### src/rtl/mgmt_irq_pkg.sv
`timescale 1ns/1ps
package mgmt_irq_pkg;
    typedef enum logic [2:0] {
        ST_IDLE,
        ST_SAVE_REQ,
        ST_SAVE_WAIT,
        ST_ACK,
        ST_ENTER,
        ST_MGMT
    } seq_state_t;
endpackage

### src/rtl/mirq_sync.sv
`timescale 1ns/1ps
// Multi-stage synchronizer; stores the request as active-high so the
// power-up value of the stages reads as "no request".
module mirq_sync #(
    parameter int STAGES = 2
) (
    input  logic clk,
    input  logic req_n_async,
    output logic req_lvl
);
    logic [STAGES-1:0] pipe;

    always_ff @(posedge clk) begin
        pipe <= {pipe[STAGES-2:0], ~req_n_async};
    end

    assign req_lvl = pipe[STAGES-1];
endmodule

### src/rtl/mirq_window.sv
`timescale 1ns/1ps
// Pending latch plus saturating age counter for the acceptance window.
module mirq_window #(
    parameter int THRESH = 6
) (
    input  logic clk,
    input  logic rst_n,
    input  logic req_lvl,
    input  logic arm,
    input  logic take,
    output logic ripe
);
    localparam int CW = $clog2(THRESH + 1);
    localparam logic [CW-1:0] CMAX = CW'(THRESH);

    logic          lvl_d;
    logic          pend_q;
    logic [CW-1:0] age_q;
    logic          new_edge;

    assign new_edge = req_lvl && !lvl_d;

    always_ff @(posedge clk or negedge rst_n) begin
        if (!rst_n) begin
            lvl_d  <= 1'b0;
            pend_q <= 1'b0;
            age_q  <= '0;
        end else begin
            lvl_d <= req_lvl;
            if (take) begin
                pend_q <= 1'b0;
                age_q  <= '0;
            end else if (!pend_q && arm && new_edge) begin
                pend_q <= 1'b1;
                age_q  <= CW'(1);
            end else if (pend_q && age_q != CMAX) begin
                age_q <= age_q + 1'b1;
            end
        end
    end

    assign ripe = pend_q && (age_q == CMAX);
endmodule

### src/rtl/mirq_strap.sv
`timescale 1ns/1ps
// Samples the synchronized request once, at the first edge after reset release.
module mirq_strap (
    input  logic clk,
    input  logic rst_n,
    input  logic req_lvl,
    output logic hiz
);
    logic armed_q;

    always_ff @(posedge clk or negedge rst_n) begin
        if (!rst_n) begin
            armed_q <= 1'b1;
            hiz     <= 1'b0;
        end else if (armed_q) begin
            armed_q <= 1'b0;
            hiz     <= req_lvl;
        end
    end
endmodule

### src/rtl/mgmt_irq_seq.sv
`timescale 1ns/1ps
module mgmt_irq_seq
    import mgmt_irq_pkg::*;
#(
    parameter int WINDOW_CLKS = 8,
    parameter int SYNC_STAGES = 2
) (
    input  logic clk,
    input  logic rst_n,
    input  logic req_n_async,
    input  logic rsp_strobe,
    input  logic save_done,
    input  logic ack_done,
    input  logic resume,
    output logic save_req,
    output logic ack_req,
    output logic redirect,
    output logic mm_active,
    output logic out_hiz
);
    // synchronizer latency is spent inside the window
    localparam int THRESH = WINDOW_CLKS - SYNC_STAGES;

    seq_state_t state_q, state_d;
    logic req_lvl;
    logic ripe;
    logic accept;

    mirq_sync #(.STAGES(SYNC_STAGES)) u_sync (
        .clk        (clk),
        .req_n_async(req_n_async),
        .req_lvl    (req_lvl)
    );

    mirq_window #(.THRESH(THRESH)) u_window (
        .clk    (clk),
        .rst_n  (rst_n),
        .req_lvl(req_lvl),
        .arm    (state_q == ST_IDLE),
        .take   (accept),
        .ripe   (ripe)
    );

    mirq_strap u_strap (
        .clk    (clk),
        .rst_n  (rst_n),
        .req_lvl(req_lvl),
        .hiz    (out_hiz)
    );

    assign accept = (state_q == ST_IDLE) && ripe && rsp_strobe;

    always_ff @(posedge clk or negedge rst_n) begin
        if (!rst_n) state_q <= ST_IDLE;
        else        state_q <= state_d;
    end

    always_comb begin
        state_d = state_q;
        unique case (state_q)
            ST_IDLE:      if (accept)    state_d = ST_SAVE_REQ;
            ST_SAVE_REQ:                 state_d = ST_SAVE_WAIT;
            ST_SAVE_WAIT: if (save_done) state_d = ST_ACK;
            ST_ACK:       if (ack_done)  state_d = ST_ENTER;
            ST_ENTER:                    state_d = ST_MGMT;
            ST_MGMT:      if (resume)    state_d = ST_IDLE;
            default:                     state_d = ST_IDLE;
        endcase
    end

    always_comb begin
        save_req  = 1'b0;
        ack_req   = 1'b0;
        redirect  = 1'b0;
        mm_active = 1'b0;
        unique case (state_q)
            ST_IDLE:      ;
            ST_SAVE_REQ:  save_req = 1'b1;
            ST_SAVE_WAIT: ;
            ST_ACK:       ack_req = 1'b1;
            ST_ENTER: begin
                redirect  = 1'b1;
                mm_active = 1'b1;
            end
            ST_MGMT:      mm_active = 1'b1;
            default:      ;
        endcase
    end
endmodule

### config.mk
export PLATFORM = sky130hd
export DESIGN_NAME = mgmt_irq_seq
export DESIGN_NICKNAME = d
export VERILOG_FILES = /design/src/rtl/mgmt_irq_pkg.sv /design/src/rtl/mirq_sync.sv /design/src/rtl/mirq_window.sv /design/src/rtl/mirq_strap.sv /design/src/rtl/mgmt_irq_seq.sv
export SDC_FILE = /design/constraint.sdc
export NUM_CORES = 1
export LEC_CHECK = 0
export ABC_AREA = 1
export BUFFER_PORTS_ARGS = -buffer_cell sky130_fd_sc_hd__buf_4
export CORE_UTILIZATION = 40
export DETAILED_ROUTE_END_ITERATION = 6
export HOLD_SLACK_MARGIN = 0.03
export PLACE_DENSITY = 0.67
export SLEW_MARGIN = 10
export SYNTH_ARGS = -nofsm -noshare
export SYNTH_HDL_FRONTEND = slang
export SYNTH_SLANG_ARGS = --single-unit
### constraint.sdc
create_clock -name clk -period 1.4 [get_ports clk]
set_clock_uncertainty 0.15 [all_clocks]
set_input_delay 0.28 -clock clk [delete_from_list [all_inputs] [get_ports clk]]
set_output_delay 0.28 -clock clk [all_outputs]
set_load 0.01 [all_outputs]
==> impl_metrics.py <==
metrics = {
    "layout": {
        "flow.area_growth_from_synthesis_pct": 37.07,
        "filler_cell_count": 144,
        "layout.nets": 115,
        "instances_no_fill": 121,
        "layout-drive-gt1-share": 0.4476,
        "final_area_um2": 902.1,
        "num_antenna_cells": 0,
        "post-route-util": 0.5920,
    },
    "synthesis": {
        "ys_warn_count": 0,
        "ys_seq_area_frac": 0.4430,
        "yosys.area.top_type": "dfrtp_1",
        "synth-seq-cells": 12,
        "yosysTopAreaCellShare": 0.3422,
        "synth_area_per_cell_um2": 8.227,
        "combined_area_of_all_synthesized_cells_um2": 658.1,
        "syn-instance-count": 80,
        "synth_nets": 89,
        "largest_cells_by_area_after_synthesis": "dfrtp_1 34%, nand2_1 9.1%, inv_1 8.0%",
        "netlist-cell-type-count": 24,
    },
    "power_and_ir_drop": {
        "p_per_area_nw_per_um2": 2039,
        "power_leakage_nw": 0.4944,
        "vdd_ir_drop_max_uv": 1170,
        "design_power_total_mw": 1.840,
    },
    "sta": {
        "timing.fmax_mhz": 647.0,
        "final_number_of_setup_violating_endpoints": 4,
        "hold_ws_ns": 0.1360,
        "finalHoldViolations": 0,
        "setup_repair_after_global_routing_missed_its_margin": "yes",
        "layout_worst_path_cycle_share": 1.104,
        "setup_slack_ns": -0.1457,
        "finalMaxSlewViolations": 0,
        "fin_crit_ns": 1.546,
    },
    "global_routing": {
        "via_count_of_the_first_global_routing_pass": 534,
        "grt_overflow": 0,
        "number_of_antenna_violations_at_the_first_check_in_global_routing": 0,
        "groute.usage.overall": 0.1550,
        "grt_max_degree": 11,
        "grt_pass1_wl_um": 2111,
    },
    "detailed_routing": {
        "drt_wl_total_um": 1262,
        "initialDrtViolationCount": 8,
        "route.met2.wl_um": 631,
        "avgViaCountPerCell": 4.694,
        "top_signal_layer_used": "met3",
        "m1WireLength_um": 599,
        "route.met3.wl_um": 31,
        "remaining_drc_errors": 0,
        "final_antenna_net_count": 0,
        "dr.pass1.iters": 5,
        "wl_per_cell_um": 10.43,
        "routed-via-count": 568,
    },
    "clock_network": {
        "cts_max_level": 1,
        "clock-sinks": 12,
        "clockRootBuffer": "clkbuf_4",
        "clkLatencyLatePin_ns": 0.27,
        "cts-buffers-inserted": 3,
        "clk_transition_reported_paths_ns": 0.08,
        "maximum_buffer_depth_of_the_clock_tree": 2,
        "clock_tree_from_tritoncts": "done",
    },
    "floorplanning": {
        "placeableCoreArea_um2": 1524,
        "initial_core_utilization": 0.4319,
        "num_io_pins": 12,
        "row_count": 14,
        "die_width_um": 42.56,
        "fp.dieArea_um2": 1811,
        "die_h_um": 42.56,
    },
    "critical_path": {
        "worst-r2r-setup-slack_ns": 0.07,
        "path_class": "reg2out",
        "worstSetupEndpointType": "output port",
        "startpoint_of_the_lowest_slack_register_to_register_path": "state_q[2]",
        "worstPathArrival_ns": 1.12,
        "worst-r2r-cell-count": 7,
        "r2r-end": "state_q[2]",
        "worst-endpoint-required_ns": 0.97,
        "critical_path.slowest_cell": "dfrtp_1",
        "path_max_fanout": 3,
        "path_cells": "buf_4 -> nand2_2 -> nor2_4 -> buf_4",
        "worst_setup_path_startpoint": "state_q[0]",
        "cp_slowest_stage_delay_ns": 0.41,
        "worst_setup_path_endpoint": "ack_req",
        "critical_path.most_common_cell": "buf_4",
        "start_kind": "flop",
    },
    "placement": {
        "place.gp.congestion": 0.9030,
        "placedCellCount": 107,
        "place.port_buffers": 11,
        "dp_hpwl_um": 863.5,
        "placed_inst_area_um2": 757.0,
    },
    "job": {
        "cap_viol_max_count": 0,
    },
    "status": {
        "run_status": "finished with violations",
        "violated_checks": "setup timing",
    },
    "worst_hold_path": {
        "min_delay_path_class": "in2reg",
    },
}
## power breakdown
part / leakage (nW) / switching [mW] / internal, mW
Sequential: 0.132 / 0.126 / 0.463
Clock: 0.0210 / 0.118 / 0.158
Combinational: 0.341 / 0.509 / 0.466
## registers in the layout (all words and copies together), names as in the netlist
name             count
u_window.lvl_d       1
u_window.age_q       3
u_strap.armed_q      1
state_q              3
u_sync.pipe          2
u_window.pend_q      1
u_strap.hiz          1
## worst max-delay path, delay by kind of cell (launching register included)
kind / cells / cell delay [ns]
flip-flops: 1 / 0.41
buffers and inverters: 2 / 0.29
AND/OR/NAND/NOR: 2 / 0.14
## synth_stat cells, drive strengths merged
master / instances
nand3: 7
nand3b: 1
conb: 1
o21ai: 4
buf: 1
nand4: 1
ha: 2
dfxtp: 2
dfrtp: 9
xor2: 2
dfstp: 1
inv: 17
nor2: 10
nand2: 18
a21boi: 1
nor3: 2
mux2: 1
## cell type report
type | count | area (um2) | area share
clock buffer | 4 | 36.28 | 0.04022
inverter | 17 | 66.31 | 0.07351
multi-input combinational | 50 | 311.5 | 0.3454
sequential | 12 | 294.0 | 0.3259
tap | 16 | 20.02 | 0.02219
timing repair buffer | 22 | 173.9 | 0.1928
## layer usage
metal | vias to the layer above | global-route usage
met2 | 7 | 0.2492
met1 | 270 | 0.2066
li1 | 291 | -
met4 | 0 | 0.07500
met5 | - | 0
met3 | 0 | 0.01724
## worst min path at each step
stage,from,to,slack (ns),depth (start not counted)
6_report,ack_done,state_q[1],0.14,4
5_1_grt,ack_done,state_q[1],0.17,4
4_1_cts,ack_done,state_q[1],0.13,4
3_5_place_dp,rst_n,u_window.pend_q,-0.03,1
3_3_place_gp,rst_n,u_window.age_q[0],-0.04,1
2_1_floorplan,rst_n,state_q[0],-0.17,0
## layout by cell type (no fill, tap or decap), drive strengths merged
cell type / instances
nand3: 7
nand2: 18
ha: 2
buf: 20
mux2: 1
dfxtp: 2
nor2: 10
a21boi: 1
xor2: 2
inv: 17
conb: 1
clkbuf: 4
dlygate4sd3: 2
dfstp: 1
nor3: 2
nand4: 1
o21ai: 4
dfrtp: 9
nand3b: 1
## cell families after synthesis
kind of cell             Yosys count  synth area share
adder cells (fa/ha/maj)            2           0.03802
AND/OR/NAND/NOR                   39            0.3023
flip-flops                        12            0.4430
XOR/XNOR                           2           0.02662
other                              1          0.005698
multiplexers                       1           0.01711
buffers and inverters             18            0.1141
AO/OA/AOI/OAI                      5           0.05323
## timing repair
action	4_1_cts	5_1_grt
gates cloned	0	0
hold buffers	2	0
setup endpoints to repair	4	8
setup buffers	7	1
endpoints found under the hold margin	11	0
pin swaps	1	2
gates resized for setup	9	5
## stage by stage
stage	TNS (ns)	worst slack, ns
after floorplan	0	0.1623
after global placement	0	0.05773
after detailed placement	0	0.04534
after CTS	-0.4601	-0.1426
after global routing	-0.6060	-0.1823
final	-0.4439	-0.1457
(Power assumes the default switching activity.)
